--- src/rtl/nvs_pkg.sv ---
package nvs_pkg;
  typedef enum logic [2:0] {
    ST_IDLE,
    ST_HWDLY,
    ST_ERASE,
    ST_PROG,
    ST_CLEAR,
    ST_LOAD,
    ST_HOLD,
    ST_BLOCK
  } nvs_state_e;
endpackage

--- src/rtl/nvs_phase_timer.sv ---
module nvs_phase_timer #(
  parameter int CW = 4
) (
  input  logic          clk_i,
  input  logic          rst_ni,
  input  logic          load_i,
  input  logic [CW-1:0] val_i,
  output logic          zero_o
);
  logic [CW-1:0] cnt_q;

  always_ff @(posedge clk_i or negedge rst_ni) begin
    if (!rst_ni)             cnt_q <= '0;
    else if (load_i)         cnt_q <= val_i;
    else if (cnt_q != '0)    cnt_q <= cnt_q - 1'b1;
  end

  assign zero_o = (cnt_q == '0);
endmodule

--- src/rtl/nvs_edge_det.sv ---
module nvs_edge_det (
  input  logic clk_i,
  input  logic rst_ni,
  input  logic sig_i,
  output logic rise_o
);
  logic prev_q;

  always_ff @(posedge clk_i or negedge rst_ni) begin
    if (!rst_ni) prev_q <= 1'b0;
    else         prev_q <= sig_i;
  end

  assign rise_o = sig_i & ~prev_q;
endmodule

--- src/rtl/nv_xfer_seq.sv ---
module nv_xfer_seq
  import nvs_pkg::*;
#(
  parameter int HW_DLY_CYC = 3,
  parameter int ERASE_CYC  = 4,
  parameter int PROG_CYC   = 5,
  parameter int CLR_CYC    = 2,
  parameter int LOAD_CYC   = 3
) (
  input  logic clk_i,
  input  logic rst_ni,
  input  logic sw_store_i,
  input  logic sw_recall_i,
  input  logic as_dis_i,
  input  logic as_en_i,
  input  logic pfail_i,
  input  logic line_ni,
  output logic busy_no,
  input  logic host_rd_i,
  input  logic host_wr_i,
  output logic arr_rd_o,
  output logic arr_wr_o,
  output logic acc_en_o,
  output logic erase_o,
  output logic prog_o,
  output logic clear_o,
  output logic load_o
);
  localparam int M1   = (HW_DLY_CYC > ERASE_CYC) ? HW_DLY_CYC : ERASE_CYC;
  localparam int M2   = (PROG_CYC > CLR_CYC) ? PROG_CYC : CLR_CYC;
  localparam int M3   = (M1 > M2) ? M1 : M2;
  localparam int MAXL = (M3 > LOAD_CYC) ? M3 : LOAD_CYC;
  localparam int CW   = $clog2(MAXL + 1);

  nvs_state_e    st_q, st_d;
  logic          wlatch_q, as_en_q, rec_pend_q;
  logic          pf_rise, t_zero, t_load;
  logic [CW-1:0] t_val;

  nvs_edge_det u_pf_edge (
    .clk_i (clk_i),
    .rst_ni(rst_ni),
    .sig_i (pfail_i),
    .rise_o(pf_rise)
  );

  // phase length minus one; every state lasts exactly its parameter in cycles
  always_comb begin
    unique case (st_d)
      ST_HWDLY: t_val = CW'(HW_DLY_CYC - 1);
      ST_ERASE: t_val = CW'(ERASE_CYC - 1);
      ST_PROG:  t_val = CW'(PROG_CYC - 1);
      ST_CLEAR: t_val = CW'(CLR_CYC - 1);
      ST_LOAD:  t_val = CW'(LOAD_CYC - 1);
      default:  t_val = '0;
    endcase
  end

  assign t_load = (st_d != st_q);

  nvs_phase_timer #(.CW(CW)) u_timer (
    .clk_i (clk_i),
    .rst_ni(rst_ni),
    .load_i(t_load),
    .val_i (t_val),
    .zero_o(t_zero)
  );

  // request priority while idle: power-fail store, auto recall, line, sw store, sw recall
  always_comb begin
    st_d = st_q;
    unique case (st_q)
      ST_IDLE: begin
        if (pf_rise && as_en_q && wlatch_q) st_d = ST_ERASE;
        else if (rec_pend_q && !pfail_i)    st_d = ST_CLEAR;
        else if (!line_ni)                  st_d = wlatch_q ? ST_HWDLY : ST_BLOCK;
        else if (sw_store_i)                st_d = ST_ERASE;
        else if (sw_recall_i)               st_d = ST_CLEAR;
      end
      ST_HWDLY: if (t_zero) st_d = ST_ERASE;
      ST_ERASE: if (t_zero) st_d = ST_PROG;
      ST_PROG:  if (t_zero) st_d = ST_HOLD;
      ST_CLEAR: if (t_zero) st_d = ST_LOAD;
      ST_LOAD:  if (t_zero) st_d = ST_IDLE;
      ST_HOLD, ST_BLOCK: if (line_ni) st_d = ST_IDLE;
      default: st_d = ST_IDLE;
    endcase
  end

  assign acc_en_o = (st_q == ST_IDLE) && line_ni;
  assign arr_rd_o = host_rd_i && acc_en_o;
  assign arr_wr_o = host_wr_i && acc_en_o;

  always_ff @(posedge clk_i or negedge rst_ni) begin
    if (!rst_ni) begin
      st_q       <= ST_IDLE;
      wlatch_q   <= 1'b0;
      as_en_q    <= 1'b1;
      rec_pend_q <= 1'b1;  // power-up recall
    end else begin
      st_q <= st_d;
      if (((st_q == ST_PROG) || (st_q == ST_LOAD)) && t_zero) wlatch_q <= 1'b0;
      else if (arr_wr_o)                                       wlatch_q <= 1'b1;
      if (st_q == ST_IDLE) begin
        if (as_dis_i)     as_en_q <= 1'b0;
        else if (as_en_i) as_en_q <= 1'b1;
      end
      if (pf_rise)                                    rec_pend_q <= 1'b1;
      else if (st_q == ST_IDLE && st_d == ST_CLEAR)   rec_pend_q <= 1'b0;
    end
  end

  assign erase_o = (st_q == ST_ERASE);
  assign prog_o  = (st_q == ST_PROG);
  assign clear_o = (st_q == ST_CLEAR);
  assign load_o  = (st_q == ST_LOAD);
  assign busy_no = !(erase_o || prog_o || clear_o || load_o || st_q == ST_HWDLY);

  a_r12_one_strobe: assert property (@(posedge clk_i) disable iff (!rst_ni)
    $onehot0({erase_o, prog_o, clear_o, load_o}));

  a_r2_erase_then_prog: assert property (@(posedge clk_i) disable iff (!rst_ni)
    $fell(erase_o) |-> prog_o);

  a_r8_clear_then_load: assert property (@(posedge clk_i) disable iff (!rst_ni)
    $fell(clear_o) |-> load_o);

  a_r5_busy_blocks_access: assert property (@(posedge clk_i) disable iff (!rst_ni)
    !busy_no |-> !acc_en_o);

  a_r3_line_store_needs_wlatch: assert property (@(posedge clk_i) disable iff (!rst_ni)
    (st_q == ST_HWDLY && $past(st_q) == ST_IDLE) |-> $past(wlatch_q));

  a_r4_wlatch_clear_after_prog: assert property (@(posedge clk_i) disable iff (!rst_ni)
    $fell(prog_o) |-> !wlatch_q);
endmodule

--- config.mk ---
export PLATFORM = sky130hd
export DESIGN_NAME = nv_xfer_seq
export DESIGN_NICKNAME = d
export VERILOG_FILES = /design/src/rtl/nvs_pkg.sv /design/src/rtl/nvs_phase_timer.sv /design/src/rtl/nvs_edge_det.sv /design/src/rtl/nv_xfer_seq.sv
export SDC_FILE = /design/constraint.sdc
export NUM_CORES = 1
export LEC_CHECK = 0
export CAP_MARGIN = 20
export CORE_MARGIN = 5
export CORE_UTILIZATION = 53
export DETAILED_ROUTE_END_ITERATION = 10
export DONT_BUFFER_PORTS = 1
export GPL_ROUTABILITY_DRIVEN = 0
export HOLD_SLACK_MARGIN = 0.15
export PLACE_DENSITY = 0.64
export SYNTH_ARGS = -nofsm -noshare
export SYNTH_HDL_FRONTEND = slang
export SYNTH_SLANG_ARGS = --single-unit
--- constraint.sdc ---
create_clock -name clk_i -period 3.35 [get_ports clk_i]
set_clock_uncertainty 0.1 [all_clocks]
set_input_delay 0.1675 -clock clk_i [delete_from_list [all_inputs] [get_ports clk_i]]
set_output_delay 0.1675 -clock clk_i [all_outputs]
set_load 0.05 [all_outputs]
### Word-level counts from Yosys, hierarchy flattened

Cells that the tools add are included.

* flip-flop bits (word level): 10
* output and inout port bits: 8
* word-level logic and storage cells: 69

* add/subtract/negate cells: 1
* reduce and logical (&&, ||, !) cells: 25
* multiplexer cells: 22
* bitwise logic cells: 2
* eq/ne operators: 13

Operator list (number)
* 3-bit 2-to-1 mux: 14
* 3-bit case mux with 7 select lines: 1
* 3-bit equality test, second input constant: 6
* 3-bit by 2-bit equality test with 1-bit output, second input constant: 4
* 3-bit case mux with 4 select lines: 1
* 1-bit logical AND: 8
* 2-bit nonzero test: 4
* 3-bit by 1-bit equality test with 1-bit output, second input constant: 2
* 3-bit logical NOT: 2
* 1-bit 2-to-1 mux: 6
* 1-bit logical OR: 5
* 2-bit OR reduction: 2
* 3-bit != test: 1
* 3-bit nonzero test: 1
* 3-bit by 1-bit subtractor with 3-bit output, second input constant: 1
* 1-bit logical NOT: 2
* 2-bit AND reduction: 1
* 1-bit bitwise AND: 1
* 1-bit NOT: 1

### Logic depth before layout (Yosys ltp)

Gate-level depths: netlist of run 1.

* word-level depth: 10
* gate-level depth with buffers: 9
* mapped depth without buffers: 9

### By module

From an unflattened synthesis of run 1, not the netlist that was laid out.

* cells, all modules: 94
* area total of the unflattened synthesis: 843.3 um^2

By module, submodules not included
* nv_xfer_seq: times used 1, area each 603.1 um^2, cells an instance 71, seq. area each 152.6 um^2
* nvs_phase_timer: times used 1, area each 201.4 um^2, cells an instance 21, seq. area each 75.1 um^2
* nvs_edge_det: times used 1, area each 38.8 um^2, cells an instance 2, seq. area each 25.0 um^2

### Worst setup path before layout of run 1

Ideal clock, no wire load.

* path type: reg-to-reg
* start: reg st_q[2]
* end: reg wlatch_q
* path buffers: 2
* data required time: 3131 ps
* setup time: 119 ps
* period minus slack after synthesis: 2379 ps
* setup slack: 971 ps
* stages on the path, launching flop included: 7
* arrival: 2160 ps
* cell sequence: dfrtp_1 -> buf_6 -> inv_1 -> buf_2 -> nor3_1 -> o21ai_0 -> o21a_1

* longest elaborated chain between the ends: 4
* elaborated cells between the ends (all ways): 9

Ends and longest elaborated chain
* start, declared: RTL line nv_xfer_seq.sv:35 `nvs_state_e st_q, st_d;`
* start signal, assigned: RTL line nv_xfer_seq.sv:101 `st_q <= st_d;`
* 3-bit equality test *
* net load_o: RTL line nv_xfer_seq.sv:27 `output logic load_o`
* 1-bit logical OR *: RTL line nv_xfer_seq.sv:102 `if (((st_q == ST_PROG) || (st_q == ST_LOAD)) && t_zero) wlatch_q <= 1'b0;`
* 1-bit logical AND *: RTL line nv_xfer_seq.sv:102
* 1-bit 2-to-1 mux or 2-bit nonzero test (tied branches)
* end signal, assigned: RTL line nv_xfer_seq.sv:97 `wlatch_q <= 1'b0;`
* end signal, assigned: RTL line nv_xfer_seq.sv:102
* end signal, assigned: RTL line nv_xfer_seq.sv:103 `else if (arr_wr_o) wlatch_q <= 1'b1;`
* end, declared: RTL line nv_xfer_seq.sv:36 `logic wlatch_q, as_en_q, rec_pend_q;`

The timed path passes the listed nets; every way through them passes the cells marked *.
A chain may end at the register's enable or synchronous reset.

### Worst setup path after layout of run 1

* start: reg u_timer.cnt_q[0]
* end: reg u_timer.cnt_q[0]

* longest elaborated chain between the ends: 7
* elaborated cells between the ends (all ways): 20

Ends and longest elaborated chain
* start, declared: RTL line nvs_phase_timer.sv:10 `logic [CW-1:0] cnt_q;`
* start signal, assigned: RTL line nvs_phase_timer.sv:14 `else if (load_i) cnt_q <= val_i;`
* start signal, assigned: RTL line nvs_phase_timer.sv:15 `else if (cnt_q != '0) cnt_q <= cnt_q - 1'b1;`
* 3-bit logical NOT: RTL line nvs_phase_timer.sv:18 `assign zero_o = (cnt_q == '0);`
* 3-bit 2-to-1 mux (on tied branches)
* 3-bit case mux with 7 select lines: RTL line nv_xfer_seq.sv:72 `unique case (st_q)`
* 3-bit equality test or 3-bit by 1-bit equality test with 1-bit output (tied branches): RTL line nv_xfer_seq.sv:49 `unique case (st_d)`
* 2-bit OR reduction (no source line)
* 3-bit case mux with 4 select lines: RTL line nv_xfer_seq.sv:49
* 3-bit 2-to-1 mux: RTL line nvs_phase_timer.sv:14

Several ways; a longest one is shown, not always the timed one. The select of a mux whose other input is x is not followed.

==> metrics.txt, run 1 <==
status=finished, final reports clean; crit end category=flop; first-pass GRT wire length=between 2000 and 3000 um; number of synthesized flops with an enable pin=0; H-tree levels=1; post-synthesis mux area share=0; Finished Cell Area=around 860 um^2; yosys warns=0; R2R setup slack=~1.0 ns; CTS tree=built; FFs w/ async S/R, synth=1.00; Num CTS Buffers=3; Synth Cell Area=764 um^2; vias in the first global route=between 600 and 700; critical path arrival=about 2.5 ns; crit-path cells=inv_1, ha_1, ha_1, nor2_1, a22oi_1, a21bo_2, o221ai_2, a21oi_1, o31ai_2; XOR/XNOR Fraction of Synth Area=0.0229; CP Buf/Inv Count=1; share of Yosys cell area claimed by the top area cell type=0.262; DR top layer=met4; Fmax=approximately 430 MHz; Nets=106; Synth Area in Adders=0.0327; Synth Instances=86; Longest Clk Path Bufs=2; leak pwr=between 0.3 and 0.4 nW; die width=~48 um; CP Max Fanout=14; vias per inst=around 6.0; Detail Placement HPWL=approximately 1200 um; setup bufs post-CTS=0; die area=around 2300 um^2; Overflow after GRT=0; Core Rows=13; vias=about 650; share of layout cells above drive strength 1=0.215; Synth Area per Inst=8.89 um^2; largest family of logic cells by synthesized area=simple AND/OR/NAND/NOR gates; crit path launch type=flop; ant diodes=0; period utilisation layout=0.702; clock slew at reported path FFs=about 0.070 ns; Critical Path Most Common Cell=ha_1; first-pass iteration count of the detailed router=5; VDD IR-drop max=~0.74 mV; Critical Path RT=between 3 and 4 ns; Cell Pwr Density=between 1000 and 1500 nW/um^2; Wirelength per Cell=about 16 um; commonest non-fill, non-tap cell in the layout=nand2_1; setup_tns=0 ns; top post-synthesis cells by area=dfrtp_1 (26%), dfstp_2 (6.9%), nand2_1 (4.4%), inv_1 (3.4%), a21oi_1 (3.3%); worst min path class=primary input to flop; syn nets=approximately 100; initial antenna violation count=0; sequential element share of the synthesized area=0.331; CTS Root Cell=clkbuf_4; met3 WL post-DR=roughly 120 um; met2 wire length=around 760 um; Yosys cell types=46; Antenna Nets Post-Route=0; Post-Synth Simple-Gate Area=0.268; Tot GR Track Use=0.175; Buffers on Ports=0; commonest cells after routing, fill and taps aside=nand2_1 (9), dfrtp_1 (8), inv_1 (7), a21oi_1 (5), dlygate4sd3_1 (5); MaxCap Viol Count=0; setup violators final=0; Rel. slew slack=0.651; Resize count post-CTS=0; Starting Density=0.573; I/O pin total=18; drt first-iter violations=13; largest net degree at the start of global routing=15; Fill cells=between 100 and 150; Die Y=roughly 48 um; endpoints failing hold=0; Top FF cell, synth=dfrtp_1; worst skew pair latency=~0.28 ns; multi-input logic area=roughly 450 um^2; cell family with most CP delay=compound AO/OA/AOI/OAI gates; critical path's largest stage delay=~0.43 ns; WL met1=between 800 and 900 um; Least-Margin Pin Slew=roughly 0.52 ns; Compound-Gate Fraction of Synth Area=0.264; clock sink count=10; WL final=about 1700 um; RSZ-0062 raised after global routing=false; hold buffer count at CTS=5; Area Growth Syn to Fin=12.1%; area leader, netlist=dfrtp_1; CP max-delay cell=ha_1; DP Area=around 770 um^2; post-layout min period=between 2 and 2.5 ns; total core area=1330 um^2; Yosys reg bits=10; Crit Path Category=flop to flop; FF+latch area=between 200 and 300 um^2; DR DRC count=0; max-slew violations=0
## final timing paths
kind                                   from                to  depth (start not counted)
setup / recovery           u_timer.cnt_q[0]  u_timer.cnt_q[0]                          9
hold / removal                   sw_store_i           st_q[0]                          3
setup reg to reg           u_timer.cnt_q[0]  u_timer.cnt_q[0]                          9
hold reg to reg                  rec_pend_q        rec_pend_q                          1
max in group asynchronous            rst_ni           as_en_q                          1
min in group asynchronous            rst_ni  u_timer.cnt_q[2]                          1
## synth_stat cells, types with 2 or more instances
library cell,n
nand2_1,9
dfrtp_1,8
inv_1,7
a21oi_1,5
and3_1,3
nand2b_1,3
nor2_1,3
o21ai_0,3
a21o_1,2
buf_2,2
buf_6,2
dfstp_2,2
ha_1,2
nor3_1,2
o221ai_1,2
## worst reg2reg max path: stages, from the launching register on
cell and delay (ns):
dfrtp_1 0.39, inv_1 0.06, ha_1 0.14, ha_1 0.43, nor2_1 0.15, a22oi_1 0.15, a21bo_2 0.27, o221ai_2 0.27
a21oi_1 0.09, o31ai_2 0.21
## through the flow
step | hold slack, ns | instances | total power, mW | worst slack (ns) | utilization
detailed placement | -0.228 | 99 | 0.946 | 1.00 | 0.578
finish | 0.169 | 108 | 1.08 | 0.998 | 0.643
CTS | 0.165 | 108 | 1.08 | 0.982 | 0.643
global placement | -0.228 | 99 | 0.936 | 1.07 | 0.578
floorplan | -0.228 | 86 | 0.864 | 0.971 | -
global route | 0.186 | 108 | 1.17 | 0.813 | 0.643
## sequential cells by signal (all words and copies together), names as in the netlist
| register | cells |
|---|---|
| as_en_q | 1 |
| u_timer.cnt_q | 3 |
| u_pf_edge.prev_q | 1 |
| st_q | 3 |
| rec_pend_q | 1 |
| wlatch_q | 1 |
## final cells by class
| class | instances | area share |
|---|---|---|
| inverters | 8 | 0.0350 |
| well taps | 15 | 0.0219 |
| repair buffers | 7 | 0.0759 |
| multi-input cells | 64 | 0.530 |
| flip-flops and latches | 10 | 0.295 |
| clock buffers | 4 | 0.0423 |
## where the power goes
| part | internal, mW | switching (mW) |
|---|---|---|
| Sequential | 0.185 | 0.0783 |
| Clock | 0.0663 | 0.0498 |
| Combinational | 0.264 | 0.436 |
| Total | 0.515 | 0.564 |
## logic make-up after synthesis
group / count (synthesis)
AND/OR/NAND/NOR: 34
AO/OA/AOI/OAI: 26
buffers and inverters: 12
flip-flops: 10
XOR/XNOR: 2
adder cells (fa/ha/maj): 2
## metal layers
layer,up-vias,global-route usage
li1,325,-
met2,21,0.256
met5,-,0
met1,301,0.239
met4,0,0.118
met3,5,0.0226
Note: power is estimated with default switching activity, not from simulation.
==> run 2, diff against run 1 <==
==> constraint.sdc (replaced) <==
create_clock -name clk_i -period 2.3 [get_ports clk_i]
set_clock_uncertainty 0.1 [all_clocks]
set_input_delay 0.115 -clock clk_i [delete_from_list [all_inputs] [get_ports clk_i]]
set_output_delay 0.115 -clock clk_i [all_outputs]
set_load 0.05 [all_outputs]
==> run 2 against run 1 <==
Highest routed layer unchanged. Sequential power up 47%. Critical path depth down 2. Sequential share of layout area down 2.2 points. Die area unchanged. Flip-flop and latch count unchanged. Critical path type unchanged. Clock power up 43%.
==> metrics.txt, run 2 (synthesis gave the netlist of run 1 again) <==
DR DRC count=0 (unchanged); Finished Cell Area=932 um^2 (was 857 um^2); ant diodes=0 (unchanged); initial antenna violation count=0 (unchanged); Detail Placement HPWL=1210 um (was 1190 um); Cell Pwr Density=1780 nW/um^2 (was 1260 nW/um^2); Fmax=463 MHz (was 425 MHz); multi-input logic area=465 um^2 (was 454 um^2); Post-Route Utilization=0.699 (was 0.643); critical path arrival=2.25 ns (was 2.45 ns); Area Growth Syn to Fin=21.9% (was 12.1%); H-tree levels=1 (unchanged); first-pass iteration count of the detailed router=4 (was 5); Overflow after GRT=0 (unchanged); CTS Root Cell=clkbuf_4 (unchanged); Least-Margin Pin Slew=0.524 ns (about the same); Rel. slew slack=0.651 (about the same); Buffers on Ports=0 (unchanged); vias=688 (was 652); drt first-iter violations=19 (was 13); Critical R2R Launch=st_q[0] (was u_timer.cnt_q[0]); r2r endpoint=u_timer.cnt_q[1] (was u_timer.cnt_q[0]); MaxCap Viol Count=0 (unchanged); leak pwr=0.408 nW (was 0.375 nW); share of layout cells above drive strength 1=0.260 (was 0.215); WL final=1740 um (was 1730 um); Wirelength per Cell=15.1 um (was 16.0 um); cells on worst reg2reg path=7 (was 9); clock sink count=10 (unchanged); period utilisation layout=0.938 (was 0.702); vias per inst=5.98 (was 6.04); R2R setup slack=0.14 ns (was 1.0 ns); die width=48.0 um (unchanged); Longest Clk Path Bufs=2 (unchanged); worst skew pair latency=0.27 ns (was 0.28 ns); Crit Path Category=flop to flop (unchanged); clock slew at reported path FFs=0.08 ns (was 0.07 ns); largest net degree at the start of global routing=14 (was 15); max-slew violations=0 (unchanged); DP Area=801 um^2 (was 771 um^2); vias in the first global route=623 (was 627); first-pass GRT wire length=2710 um (was 2760 um); FF+latch area=254 um^2 (was 253 um^2); CP Max Fanout=8 (was 14); I/O pin total=18 (unchanged); commonest cells after routing, fill and taps aside=nand2_1 (9), dlygate4sd3_1 (8), inv_1 (7), dfrtp_1 (7), buf_4 (6) (was nand2_1 (9), dfrtp_1 (8), inv_1 (7), a21oi_1 (5), dlygate4sd3_1 (5)); RSZ-0062 raised after global routing=false (unchanged); setup bufs post-CTS=0 (unchanged); Num CTS Buffers=3 (unchanged); crit path launch type=flop (unchanged); Antenna Nets Post-Route=0 (unchanged); Die Y=48.0 um (unchanged); crit end category=flop (unchanged); Critical Path RT=2.39 ns (was 3.45 ns); commonest non-fill, non-tap cell in the layout=nand2_1 (unchanged); post-layout min period=2.16 ns (was 2.35 ns); total core area=1330 um^2 (unchanged); Starting Density=0.573 (unchanged); Fill cells=99 (was 121); Nets=113 (was 106); worst min path class=primary input to asynchronous set/reset pin (was primary input to flop); Core Rows=13 (unchanged); endpoints failing hold=0 (unchanged); die area=2300 um^2 (unchanged); biggest regs=st_q (3), u_timer.cnt_q (3) (unchanged); status=finished, final reports clean (unchanged); CTS tree=built (unchanged); Tot GR Track Use=0.167 (was 0.175); VDD IR-drop max=1.13 mV (was 0.736 mV); setup_tns=0 ns (unchanged); setup violators final=0 (unchanged)
## run 2: changes by cell type in the layout (fill, tap and decap cells not counted)
| cell | before | now |
|---|---|---|
| inv_4 | 0 | 1 |
| dlygate4sd3_1 | 5 | 8 |
| ha_1 | 2 | 1 |
| buf_4 | 2 | 6 |
| inv_2 | 1 | 0 |
| ha_2 | 0 | 1 |
| dfrtp_1 | 8 | 7 |
| nand4_4 | 0 | 1 |
| dfrtp_2 | 0 | 1 |
| nand4_2 | 1 | 0 |
## run 2: final cells by class
class / instances / area share
multi-input cells: 64 / 0.499
inverters: 8 / 0.0349
flip-flops and latches: 10 / 0.272
clock buffers: 4 / 0.0389
repair buffers: 14 / 0.134
well taps: 15 / 0.0201
## run 2: critical path, stage by stage, from the launching register on
cell	delay (ns)
dfrtp_2	0.48
inv_4	0.10
o31ai_1	0.08
dlygate4sd3_1	0.59
nand3_2	0.12
nand4_4	0.12
or3_1	0.36
a31oi_1	0.14
## run 2: layer usage
metal / GRT usage / up-vias / wire length [um]
met1: 0.233 / 313 / 780
met5: 0 / - / 0
met3: 0.0226 / 2 / 177
li1: - / 338 / -
met2: 0.266 / 35 / 769
met4: 0.0484 / 0 / 13
## run 2: how the worst max path moves through the flow
stage / cells past startpoint / endpoint / slack [ns] / startpoint
finish: 7 / u_timer.cnt_q[1] / 0.14 / st_q[0]
detailed placement: 9 / u_timer.cnt_q[0] / 0.11 / u_timer.cnt_q[0]
floorplan: 4 / clear_o / 0.34 / st_q[2]
CTS: 7 / u_timer.cnt_q[1] / 0.05 / st_q[0]
global placement: 9 / u_timer.cnt_q[0] / 0.16 / u_timer.cnt_q[0]
global route: 9 / u_timer.cnt_q[0] / 0.007 / u_timer.cnt_q[1]
## run 2: through the flow
stage          worst slack, ns  total power, mW  hold slack, ns  std cells
2_1_floorplan            0.336             1.26          -0.281         86
3_3_place_gp             0.159             1.41          -0.280        103
3_5_place_dp             0.107             1.41          -0.280        103
4_1_cts                 0.0469             1.62           0.152        115
5_1_grt                0.00719             1.79           0.170        115
6_report                 0.142             1.66           0.132        115
## run 2: power by group
part	leakage [nW]	internal, mW	total (mW)	switching [mW]
Sequential	0.117	0.271	0.386	0.115
Combinational	0.270	0.443	1.10	0.660
Clock	0.0210	0.0961	0.166	0.0700
## run 2: what timing repair did
| item | 4_1_cts | 5_1_grt |
|---|---|---|
| endpoints found under the setup margin | 0 | 3 |
| resized for setup | 0 | 4 |
| hold endpoints to repair | 15 | 0 |
| hold buffers | 8 | 0 |
